==> src/rtl/osd_res_pkg.sv <==
package osd_res_pkg;
  typedef enum logic [1:0] {
    PIX_TRANSP = 2'd0,
    PIX_SHOW   = 2'd1,
    PIX_BLACK  = 2'd2
  } pix_mode_e;
endpackage

==> src/rtl/osd_blink_timer.sv <==
module osd_blink_timer #(
  parameter int BLINK_W   = 5,
  parameter int MULT_LOG2 = 3
) (
  input  logic               clk,
  input  logic               rst,
  input  logic               vsync,
  input  logic [BLINK_W-1:0] blink_val,
  output logic               phase_on
);
  localparam int CNT_W = BLINK_W + MULT_LOG2;

  logic             vs_q;
  logic [CNT_W-1:0] field_cnt;
  logic [CNT_W-1:0] period;
  logic [CNT_W:0]   cnt_inc;
  logic             vs_edge;
  logic             period_done;

  assign period      = {blink_val, {MULT_LOG2{1'b0}}};
  assign vs_edge     = vsync & ~vs_q;
  assign cnt_inc     = {1'b0, field_cnt} + {{CNT_W{1'b0}}, 1'b1};
  assign period_done = cnt_inc >= {1'b0, period};

  always_ff @(posedge clk) begin
    if (rst) begin
      vs_q      <= 1'b0;
      field_cnt <= '0;
      phase_on  <= 1'b1;
    end else begin
      vs_q <= vsync;
      if (blink_val == '0) begin
        field_cnt <= '0;
        phase_on  <= 1'b1;
      end else if (vs_edge) begin
        if (period_done) begin
          field_cnt <= '0;
          phase_on  <= ~phase_on;
        end else begin
          field_cnt <= cnt_inc[CNT_W-1:0];
        end
      end
    end
  end
endmodule

==> src/rtl/osd_pixel_resolve.sv <==
module osd_pixel_resolve
  import osd_res_pkg::*;
#(
  parameter int COLOR_W      = 9,
  parameter int ATTR_W       = 4,
  parameter int NUM_WIN      = 2,
  parameter int TRANSP_SLOTS = 8
) (
  input  logic               osd_en,
  input  logic [NUM_WIN-1:0] win_en,
  input  logic               transp_dis,
  input  logic               phase_on,
  input  logic [NUM_WIN-1:0] win_hit,
  input  logic [ATTR_W-1:0]  attr_idx,
  input  logic [COLOR_W-1:0] pal_color,
  input  logic               blink_flag,
  output pix_mode_e          mode_nx,
  output logic [COLOR_W-1:0] color_nx
);
  localparam logic [ATTR_W:0] SLOT_LIMIT = (ATTR_W+1)'(TRANSP_SLOTS);

  logic [NUM_WIN-1:0] win_live;
  logic               any_hit;
  logic               low_slot;
  logic               is_black;

  for (genvar w = 0; w < NUM_WIN; w++) begin : g_win
    assign win_live[w] = osd_en & win_en[w] & win_hit[w];
  end

  assign any_hit  = |win_live;
  assign low_slot = {1'b0, attr_idx} < SLOT_LIMIT;
  assign is_black = (pal_color == '0) && low_slot;

  always_comb begin
    mode_nx  = PIX_TRANSP;
    color_nx = '0;
    if (any_hit && !(blink_flag && !phase_on)) begin
      if (is_black) begin
        mode_nx = transp_dis ? PIX_BLACK : PIX_TRANSP;
      end else begin
        mode_nx  = PIX_SHOW;
        color_nx = pal_color;
      end
    end
  end
endmodule

==> src/rtl/osd_line_len.sv <==
module osd_line_len #(
  parameter int PPL_W    = 3,
  parameter int LEN_W    = 10,
  parameter int BASE_PIX = 512,
  parameter int STEP_PIX = 64
) (
  input  logic             clk,
  input  logic             rst,
  input  logic [PPL_W-1:0] ppl_code,
  output logic [LEN_W-1:0] line_px
);
  always_ff @(posedge clk) begin
    if (rst) line_px <= LEN_W'(BASE_PIX);
    else     line_px <= LEN_W'(BASE_PIX + STEP_PIX * int'(ppl_code));
  end
endmodule

==> src/rtl/osd_blink_resolver.sv <==
module osd_blink_resolver
  import osd_res_pkg::*;
#(
  parameter int COLOR_W      = 9,
  parameter int ATTR_W       = 4,
  parameter int NUM_WIN      = 2,
  parameter int TRANSP_SLOTS = 8,
  parameter int BLINK_W      = 5,
  parameter int MULT_LOG2    = 3,
  parameter int PPL_W        = 3,
  parameter int LEN_W        = 10,
  parameter int BASE_PIX     = 512,
  parameter int STEP_PIX     = 64
) (
  input  logic               clk,
  input  logic               rst,
  input  logic               cfg_osd_en,
  input  logic [NUM_WIN-1:0] cfg_win_en,
  input  logic               cfg_transp_dis,
  input  logic [BLINK_W-1:0] cfg_blink_val,
  input  logic [PPL_W-1:0]   cfg_ppl_code,
  input  logic               vsync,
  input  logic [NUM_WIN-1:0] win_hit,
  input  logic [ATTR_W-1:0]  attr_idx,
  input  logic [COLOR_W-1:0] pal_color,
  input  logic               blink_flag,
  output logic [1:0]         pix_mode,
  output logic [COLOR_W-1:0] pix_color,
  output logic               blink_phase,
  output logic [LEN_W-1:0]   line_pixels
);
  pix_mode_e          mode_nx;
  logic [COLOR_W-1:0] color_nx;

  osd_blink_timer #(.BLINK_W(BLINK_W), .MULT_LOG2(MULT_LOG2)) u_timer (
    .clk       (clk),
    .rst       (rst),
    .vsync     (vsync),
    .blink_val (cfg_blink_val),
    .phase_on  (blink_phase)
  );

  osd_pixel_resolve #(
    .COLOR_W(COLOR_W), .ATTR_W(ATTR_W), .NUM_WIN(NUM_WIN), .TRANSP_SLOTS(TRANSP_SLOTS)
  ) u_resolve (
    .osd_en     (cfg_osd_en),
    .win_en     (cfg_win_en),
    .transp_dis (cfg_transp_dis),
    .phase_on   (blink_phase),
    .win_hit    (win_hit),
    .attr_idx   (attr_idx),
    .pal_color  (pal_color),
    .blink_flag (blink_flag),
    .mode_nx    (mode_nx),
    .color_nx   (color_nx)
  );

  osd_line_len #(
    .PPL_W(PPL_W), .LEN_W(LEN_W), .BASE_PIX(BASE_PIX), .STEP_PIX(STEP_PIX)
  ) u_len (
    .clk      (clk),
    .rst      (rst),
    .ppl_code (cfg_ppl_code),
    .line_px  (line_pixels)
  );

  always_ff @(posedge clk) begin
    if (rst) begin
      pix_mode  <= PIX_TRANSP;
      pix_color <= '0;
    end else begin
      pix_mode  <= mode_nx;
      pix_color <= color_nx;
    end
  end
endmodule

==> config.mk <==
export PLATFORM = sky130hd
export DESIGN_NAME = osd_blink_resolver
export DESIGN_NICKNAME = d
export VERILOG_FILES = /design/src/rtl/osd_res_pkg.sv /design/src/rtl/osd_blink_timer.sv /design/src/rtl/osd_pixel_resolve.sv /design/src/rtl/osd_line_len.sv /design/src/rtl/osd_blink_resolver.sv
export SDC_FILE = /design/constraint.sdc
export NUM_CORES = 1
export LEC_CHECK = 0
export BUFFER_PORTS_ARGS = -buffer_cell sky130_fd_sc_hd__clkbuf_2
export CORE_MARGIN = 2
export CORE_UTILIZATION = 50
export CTS_BUF_LIST = sky130_fd_sc_hd__clkbuf_4
export DETAILED_ROUTE_END_ITERATION = 8
export GPL_TIMING_DRIVEN = 0
export PLACE_DENSITY_LB_ADDON = 0.15
export SLEW_MARGIN = 0
export SYNTH_ARGS = -nofsm -noshare
export SYNTH_HDL_FRONTEND = slang
export SYNTH_SLANG_ARGS = --single-unit
==> constraint.sdc <==
create_clock -name clk -period 4.7 [get_ports clk]
set_input_delay 0.47 -clock clk [delete_from_list [all_inputs] [get_ports clk]]
set_output_delay 0.47 -clock clk [all_outputs]
set_load 0.005 [all_outputs]
==> results of run 1 <==
[layout make-up]
class                   count  area [um2]
well taps                  28        35.0
plain buffers              11        72.6
repair buffers             42         210
clock inverters             1        3.75
flip-flops and latches     24         480
multi-input cells          94         584
inverters                   5        18.8
fillers                   205         763
clock buffers               3        22.5
[metrics by stage]
stage	util, %	setup slack [ns]	total power [uW]	cells
finish	65.2	2.09	343	208
global route	65.2	1.85	361	208
CTS	65.2	2.07	349	208
detailed placement	64.0	2.10	258	204
global placement	64.0	2.16	255	204
floorplan	-	2.36	237	134
[flip-flops by register name, summed over array words and instances (netlist names)]
| signal | cells |
|---|---|
| pix_mode | 2 |
| pix_color | 9 |
| u_timer.field_cnt | 8 |
| u_timer.phase_on | 1 |
| u_len.line_px | 3 |
| u_timer.vs_q | 1 |
[per-layer routing]
metal	share of wire (%)	vias to the layer above	routed length, um	track usage, %
li1	-	532	-	-
met1	38	453	880	19.9
met2	53	32	1220	37.4
met3	6.7	4	154	4.60
met4	1.6	0	37	10.1
met5	0	-	0	0
[worst register-to-register path, cell delays in order (launching register included)]
cell and delay [ns]:
dfxtp_1 0.41, ha_1 0.18, nand3_1 0.16, nor2_1 0.16, xor2_1 0.22, ha_1 0.28, nand3_1 0.10, o21bai_1 0.16
o2111a_1 0.25, buf_4 0.17, nor3_1 0.06, or3b_1 0.34
[cells in the mapped netlist]
| library cell | n | area [um2] |
|---|---|---|
| xor2_1 | 2 | 17.5 |
| o22a_1 | 1 | 8.76 |
| nand2_1 | 12 | 45.0 |
| clkbuf_1 | 1 | 3.75 |
| nor3_1 | 4 | 20.0 |
| a21oi_1 | 6 | 30.0 |
| buf_2 | 1 | 5.00 |
| ha_1 | 6 | 75.1 |
| a31oi_1 | 2 | 12.5 |
| and3_1 | 1 | 6.26 |
| a41o_1 | 2 | 20.0 |
| inv_1 | 5 | 18.8 |
| nand3_1 | 12 | 60.1 |
| o21ai_1 | 1 | 5.00 |
| nor2b_1 | 8 | 50.1 |
| or3b_1 | 1 | 8.76 |
| nor2_1 | 5 | 18.8 |
| and4_1 | 1 | 8.76 |
| a22oi_1 | 2 | 15.0 |
| buf_1 | 1 | 3.75 |
| nor4b_2 | 1 | 15.0 |
| xnor2_1 | 3 | 26.3 |
| nor4_1 | 1 | 6.26 |
| nand2b_1 | 1 | 6.26 |
| and2_1 | 9 | 56.3 |
| o21bai_1 | 1 | 7.51 |
| nand4_1 | 2 | 12.5 |
| or4_1 | 2 | 15.0 |
| conb_1 | 2 | 7.51 |
| buf_4 | 8 | 60.1 |
| o2111a_1 | 1 | 11.3 |
| dfxtp_1 | 24 | 480 |
[power groups by stage]
stage               logic [uW]  clock network, uW  registers [uW]
finish                    41.3               90.0             211
global route              46.3                103             212
CTS                       41.6               95.9             212
detailed placement        41.4                  0             216
global placement          39.5                  0             216
floorplan                 21.0                  0             216
[layout by cell type (no fill, tap or decap), drive strengths merged]
cell    instances
a21oi           6
a22oi           2
a31oi           2
a41o            2
and2            9
and3            1
and4            1
buf            10
clkbuf         46
clkinv          1
conb            7
dfxtp          24
ha              6
inv             5
nand2          12
nand2b          1
nand3          12
nand4           2
nor2            5
nor2b           8
nor3            4
nor4            1
nor4b           1
o2111a          1
o21ai           1
o21bai          1
o22a            1
or3b            1
or4             2
xnor2           3
xor2            2
[worst min path at each step]
stage                                                    to  slack (ns)
final                           u_len.line_px[6]$_SDFF_PP0_        0.36
after global routing                pix_color[2]$_SDFF_PP0_        0.35
after CTS                       u_len.line_px[6]$_SDFF_PP0_        0.36
after detailed placement  u_timer.field_cnt[0]$_SDFFE_PP0P_        0.50
after global placement    u_timer.field_cnt[1]$_SDFFE_PP0P_        0.47
after floorplan           u_timer.field_cnt[1]$_SDFFE_PP0P_        0.46
[kinds of logic (layout without fill, tap and decap cells)]
kind of cell,Yosys count,in the layout,synth area share (%)
compound gates,16,16,9.68
flops,24,24,42.2
fa+ha+maj,6,6,6.60
simple gates,60,60,28.9
xor+xnor,5,5,3.85
buf+inv,16,62,8.03
other cells,2,7,0.660
==> impl_metrics.tcl, run 1 <==
set metrics [dict create \
    io_buffers 42 \
    clk_path_buf_depth 2 \
    area_growth_pct 25.5 \
    setup_viol 0 \
    critPathMaxFanout 10 \
    clockRootBuffer "clkbuf_4" \
    diodes 0 \
    status "finished, final reports clean" \
    cp_num_buf_inv 1 \
    slew_violations 0 \
    required_ns 4.90 \
    holdWs_ns 0.362 \
    hpwlAfterDp_mm 1.90 \
    endpoint "u_timer.phase_on$_SDFFE_PP1P_" \
    drt-initial-drc-count 8 \
    wire_per_inst_um 11.0 \
    cp-end-kind "register" \
    synth_cells 129 \
    postRouteAntennaNets 0 \
    relSlewSlack_pct 62.1 \
    finalHoldViolCount 0 \
    p_sw_share_pct 23.5 \
    std_cell_rows 17 \
    post_cts_resized 0 \
    critPathMaxStageDelay_ns 0.41 \
    clock-sinks 24 \
    hold_class "input pin to register" \
    drt_pass1_iterations 4 \
    dieWidth_um 51.7 \
    worst_pin_slew_ns 0.568 \
    grt_pass1_wl_mm 3.87 \
    fin_crit_ns 2.61 \
    critPathLaunch "u_timer.field_cnt[0]$_SDFFE_PP0P_" \
    seqPwrFrac_pct 61.7 \
    reg2reg_slack_ns 2.09 \
    reg2reg_depth 11 \
    period_share_pct 55.6 \
    crit_type "register to register" \
    yosys_warnings 0 \
    clkPwrFrac_pct 26.3 \
    finalClockSkew_ns 0.00872 \
    antenna_found_initial 0 \
    vias 1021 \
    cts_tree "built" \
    ys_seq_elements 24 \
    gr-usage-all-layers_pct 19.8 \
    crit_path_cell_trace "ha_1 > nand3_1 > nor2_1 > xor2_1 > ha_1 > nand3_1 > o21bai_1 > o2111a_1 > buf_4 > nor3_1 > or3b_1" \
    r2r_end "u_timer.phase_on$_SDFFE_PP1P_" \
    h-tree-depth 1 \
    cp.depth 11 \
    start_util_pct 51.9 \
    viasPerCell 4.91 \
    crit_family "simple AND/OR/NAND/NOR gates" \
    ir_drop_uv 259 \
    grt_max_degree 14 \
    leakage_uw 0.000673 \
    die_h_um 51.7 \
    cp.arrival_ns 2.82 \
    drive_gt1_share_pct 30.6 \
    powerDensity_nw_per_um2 240 \
    syn-cell-area_um2 1140 \
    fmax_mhz 383 \
    grt_pass1_vias 1001 \
    place_area_um2 1400 \
    drc 0 \
    drv_cap 0 \
    coreArea_um2 2190 \
    p_comb_share_pct 12.0 \
    clk_pin_slew_worst_paths_ns 0.13 \
    io_pins 53 \
    start_kind "register" \
    totalWireLength_mm 2.29 \
    die-area_um2 2670 \
    hold_buffers 0 \
    ys_seq_area_share_pct 42.2 \
    p_sw_uw 80.6 \
    r2r_start "u_timer.field_cnt[0]$_SDFFE_PP0P_" \
    cp_slowest_cell "dfxtp_1" \
    min_path_cells 2 \
    overflow 0 \
    final_area_um2 1430 \
    syn_area_per_cell_um2 8.82 \
    tns_ns 0 \
    rsz0062_at_grt "false" \
    postCtsSetupBuffers 0 \
    cts_inserted_buffers 3 \
    clkLatencyLatePin_ns 0.31 \
    place_congestion 0.872 \
    nNetsFinal 218 \
    hold_path.startpoint "cfg_ppl_code[0]" \
    p_int_uw 262 \
    synth_cell_types 32 \
]
(Power assumes the default switching activity.)
==> inputs of run 2 (changes only) <==
- ABC_AREA: default -> 1
- CORE_UTILIZATION: 50 -> 49
- clock period: 4.7 -> 2.6 ns (I/O delays scaled with it)
==> impl_metrics.tcl, run 2 <==
set metrics [dict create \
    final_area_um2 1560 \
    clkLatencyLatePin_ns 0.32 \
    cts_tree "built" \
    syn-cell-area_um2 1240 \
    coreArea_um2 2430 \
    ys_seq_area_share_pct 38.7 \
    io_buffers 42 \
    die-area_um2 2950 \
    cts_inserted_buffers 3 \
    ys_seq_elements 24 \
    yosysTopAreaCellShare_pct 38.7 \
    fin_crit_ns 2.08 \
    ir_drop_uv 414 \
    h-tree-depth 1 \
    finalHoldViolCount 0 \
    clk_path_buf_depth 2 \
    required_ns 2.85 \
    std_cell_rows 18 \
    synth_cell_types 26 \
    final-seq-area_um2 480 \
    grt_pass1_wl_mm 3.71 \
    period_share_pct 80.0 \
    synth.most_common_cell "inv_1" \
    synthTopCellsByArea "dfxtp_1 39%, inv_1 9.1%, nand2_1 7.9%" \
    nNetsFinal 251 \
    finalClockSkew_ns 0.0171 \
    ys_top_cells_by_count "30 x inv_1, 26 x nand2_1, 24 x dfxtp_1, 18 x nor2_1, 10 x nor2_2" \
    vias 1073 \
    wire_per_inst_um 9.95 \
    place_area_um2 1510 \
    hold_class "input pin to register" \
    hold_buffers 0 \
    tns_ns 0 \
    drt-initial-drc-count 19 \
    postCtsSetupBuffers 0 \
    grt_max_degree 15 \
    grt_pass1_vias 960 \
    critPathLaunch "u_timer.field_cnt[0]$_SDFFE_PP0P_" \
    cp-end-kind "register" \
    layout_common_cells "42 x clkbuf_2, 30 x inv_1, 26 x nand2_1" \
    clockRootBuffer "clkbuf_4" \
    io_pins 53 \
    drv_cap 0 \
    synth_edf_count 0 \
    status "finished, final reports clean" \
    clock-sinks 24 \
    viasPerCell 4.42 \
    antenna_found_initial 0 \
    gr-usage-all-layers_pct 17.4 \
    dieWidth_um 54.3 \
    post_cts_resized 0 \
    yosysTopAreaCell "dfxtp_1" \
    drt_pass1_iterations 4 \
    rsz0062_at_grt "false" \
    clk_pin_slew_worst_paths_ns 0.14 \
    synth_cells 162 \
    slew_violations 0 \
    synthArstFlopShare_pct 0 \
    mostFrequentLayoutCell "clkbuf_2" \
    fillers 224 \
    start_kind "register" \
    overflow 0 \
    die_h_um 54.3 \
    setup_viol 0 \
    hold_path.startpoint "cfg_ppl_code[0]" \
    powerDensity_nw_per_um2 494 \
    largest-register "pix_color" \
    syn_area_per_cell_um2 7.66 \
    fmax_mhz 481 \
    start_util_pct 51.0 \
    reg_top3 "pix_color (9), u_timer.field_cnt (8), u_len.line_px (3)" \
    ys.flop_type "dfxtp_1" \
    area_growth_pct 25.7 \
    crit_type "register to register" \
    critPathMaxFanout 8 \
    diodes 0 \
    hpwlAfterDp_mm 2.04 \
    totalWireLength_mm 2.42 \
    place_congestion 0.871 \
    drive_gt1_share_pct 35.7 \
    postRouteAntennaNets 0 \
    r2r_start "u_timer.field_cnt[0]$_SDFFE_PP0P_" \
    cp.arrival_ns 2.33 \
    leakage_uw 0.000914 \
    largest_reg_flops 9 \
    yosys_warnings 0 \
    multi_input_area_um2 592 \
    drc 0 \
]
## run 2: cell types whose count changed in the layout (fill, tap and decap cells not counted), moves of 3 or more
cell and change:
nand3_1 -4, nor2b_1 -8, nor2_1 +13, nand2_1 +14
o21ai_0 +4, nor3_1 -3, inv_1 +25, a21oi_1 -5
mux2i_1 +4, and2_1 -9, nor2_2 +10, inv_2 +6
## run 2: worst max-delay path: stages, from the launching register on
cell     delay [ns]
dfxtp_1        0.39
ha_1           0.24
nand3_1        0.15
nor2_2         0.15
xor2_2         0.17
ha_1           0.26
a21oi_1        0.17
nand2_1        0.07
nand2_1        0.07
nand3_2        0.11
nand2_4        0.10
nand2_8        0.08
nor2_2         0.09
## run 2: final cells by class
class / count / share of cell area (%)
Inverter: 36 / 8.66
Sequential cell: 24 / 30.8
Multi-Input combinational cell: 100 / 37.9
Clock inverter: 1 / 1.92
Timing Repair Buffer: 42 / 13.5
Buffer: 7 / 3.37
Clock buffer: 3 / 1.44
Tap cell: 30 / 2.41
## run 2: metrics by stage
step           instances  total power, uW  hold slack (ns)  setup slack [ns]  utilization, %
2_1_floorplan        167              470            0.331             0.736               -
3_3_place_gp         239              507            0.455             0.569            62.0
3_5_place_dp         239              513            0.459             0.531            62.0
4_1_cts              243              781            0.101             0.501            64.1
5_1_grt              243              810            0.110             0.298            64.1
6_report             243              771            0.106             0.520            64.1
## run 2: metal layers
| layer | vias up | wire (um) | track usage [%] |
|---|---|---|---|
| met1 | 460 | 1050 | 21.1 |
| met3 | 2 | 148 | 3.55 |
| li1 | 574 | - | - |
| met2 | 37 | 1200 | 30.3 |
| met5 | - | 0 | 0 |
| met4 | 0 | 15 | 6.25 |
## run 2: path summary, 6_finish.rpt
check	endpoint	depth (start not counted)	slack [ns]
setup / recovery	u_timer.field_cnt[5]$_SDFFE_PP0P_	12	0.52
hold / removal	u_len.line_px[6]$_SDFF_PP0_	3	0.11
setup reg to reg	u_timer.field_cnt[5]$_SDFFE_PP0P_	12	0.52
hold reg to reg	u_timer.phase_on$_SDFFE_PP1P_	2	0.50
## run 2: power breakdown
part / switching [uW] / total (uW) / internal [uW]
logic: 59.3 / 112 / 53.1
registers: 8.90 / 392 / 383
clock network: 111 / 267 / 156
total: 179 / 771 / 592
## run 2: kinds of logic (layout without fill, tap and decap cells)
logic type      count (synthesis)  count (layout)  synth area share, %
fa+ha+maj                       6               6                 6.05
compound gates                  7               7                 3.33
other cells                     2               7                0.605
xor+xnor                        4               4                 4.03
simple gates                   72              72                 28.9
flops                          24              24                 38.7
buf+inv                        43              89                 15.1
mux                             4               4                 3.23
==> inputs of run 3 (changes only) <==
- clock period: 2.6 -> 2.15 ns (I/O delays scaled with it)
==> impl_metrics.tcl, run 3 (synthesis results as in run 2) <==
set metrics [dict create \
    critPathMaxFanout 8 \
    final_util_pct 65.9 \
    overflow 0 \
    cp_slowest_cell "dfxtp_4" \
    area_growth_pct 29.2 \
    coreArea_um2 2430 \
    nNetsFinal 251 \
    crit_type "register to register" \
    pre_cts_slack_ns 0.0808 \
    reg_top3 "pix_color (9), u_timer.field_cnt (8), u_len.line_px (3)" \
    drt-initial-drc-count 13 \
    hold_buffers 0 \
    cp.arrival_ns 2.23 \
    io_buffers 42 \
    hold_class "input pin to register" \
    place_congestion 0.871 \
    clkLatencyLatePin_ns 0.32 \
    ir_drop_uv 506 \
    postLayoutSetupSlackWorst_ns 0.168 \
    finalHoldViolCount 0 \
    clk_pin_slew_worst_paths_ns 0.14 \
    io_pins 53 \
    mostFrequentLayoutCell "clkbuf_2" \
    h-tree-depth 1 \
    leakage_uw 0.000927 \
    multi_input_area_um2 627 \
    rsz0062_at_grt "true" \
    drive_gt1_share_pct 38.5 \
    std_cell_rows 18 \
    status "finished, final reports clean" \
    start_kind "register" \
    diodes 0 \
    vias 1077 \
    gr-usage-all-layers_pct 17.4 \
    largest-register "pix_color" \
    grt_pass1_vias 960 \
    crit_path_cell_trace "ha_4 > nand3_2 > nor2_4 > xor2_2 > ha_1 > a21oi_1 > nand2_1 > nand2_1 > nand3_2 > nand2_4 > nand2_8 > nor2_2" \
    cts_inserted_buffers 3 \
    period_share_pct 92.2 \
    drc 0 \
    final-seq-area_um2 489 \
    die_h_um 54.3 \
    drv_cap 0 \
    fin_crit_ns 1.98 \
    postCtsSetupBuffers 0 \
    critPathMaxStageDelay_ns 0.40 \
    postRouteAntennaNets 0 \
    cp-end-kind "register" \
    cp_num_buf_inv 0 \
    start_util_pct 51.0 \
    total_power_uw 942 \
    final_cell_count_no_fill 243 \
    fillers 216 \
    grt_pass1_wl_mm 3.71 \
    die-area_um2 2950 \
    wire_per_inst_um 10.2 \
    holdWs_ns 0.0587 \
    dieWidth_um 54.3 \
    fmax_mhz 504 \
    clockRootBuffer "clkbuf_4" \
    antenna_found_initial 0 \
    hpwlAfterDp_mm 2.04 \
    viasPerCell 4.43 \
    clk_path_buf_depth 2 \
    grt_max_degree 15 \
    placedCellCount 239 \
    layout_common_cells "42 x clkbuf_2, 30 x inv_1, 25 x nand2_1" \
    drt_pass1_iterations 4 \
    crit_family "simple AND/OR/NAND/NOR gates" \
    post_cts_resized 0 \
    cts_tree "built" \
    finalClockSkew_ns 0.0157 \
    required_ns 2.40 \
    powerDensity_nw_per_um2 587 \
    clock-sinks 24 \
    totalWireLength_mm 2.47 \
    slew_violations 0 \
    setup_viol 0 \
    largest_reg_flops 9 \
]
==> run 3: per-stage QoR <==
stage / area, um2 / TNS (ns)
floorplan: 1260 / 0
CTS: 1560 / 0
global route: 1600 / -0.0860
finish: 1600 / 0
global placement: 1510 / 0
detailed placement: 1510 / 0
==> run 3: final timing paths <==
| check | startpoint | to | slack, ns | cells after the start |
|---|---|---|---|---|
| max reg2reg | u_timer.field_cnt[0]$_SDFFE_PP0P_ | u_timer.field_cnt[1]$_SDFFE_PP0P_ | 0.17 | 12 |
| min reg2reg | u_timer.phase_on$_SDFFE_PP1P_ | u_timer.phase_on$_SDFFE_PP1P_ | 0.50 | 2 |
| max | u_timer.field_cnt[0]$_SDFFE_PP0P_ | u_timer.field_cnt[1]$_SDFFE_PP0P_ | 0.17 | 12 |
| min | cfg_ppl_code[0] | u_len.line_px[6]$_SDFF_PP0_ | 0.06 | 3 |
==> run 3: tightest hold or removal path, delay by kind of cell <==
family / cells / cell delay (ns)
buf+inv: 2 / 0.12
simple gates: 1 / 0.03
==> run 3: cell type report <==
type | instances | share of cell area, %
inverter | 36 | 8.42
buffer | 7 | 3.28
timing repair buffer | 42 | 13.1
sequential | 24 | 30.5
clock inverter | 1 | 1.87
tap | 30 | 2.34
multi-input combinational | 100 | 39.1
clock buffer | 3 | 1.40
==> run 3: metal layers <==
metal / track usage (%) / up-vias / wire length (um)
met3: 3.55 / 4 / 133
li1: - / 576 / -
met1: 21.1 / 467 / 1070
met2: 30.3 / 30 / 1240
met4: 6.25 / 0 / 23
met5: 0 / - / 0
==> run 3: where the power goes <==
part,internal (uW),leakage (uW),switching [uW]
Sequential,463,0.000198,14.6
Combinational,65.7,0.000701,72.8
Clock,189,0.0000279,137
Total,717,0.000927,224
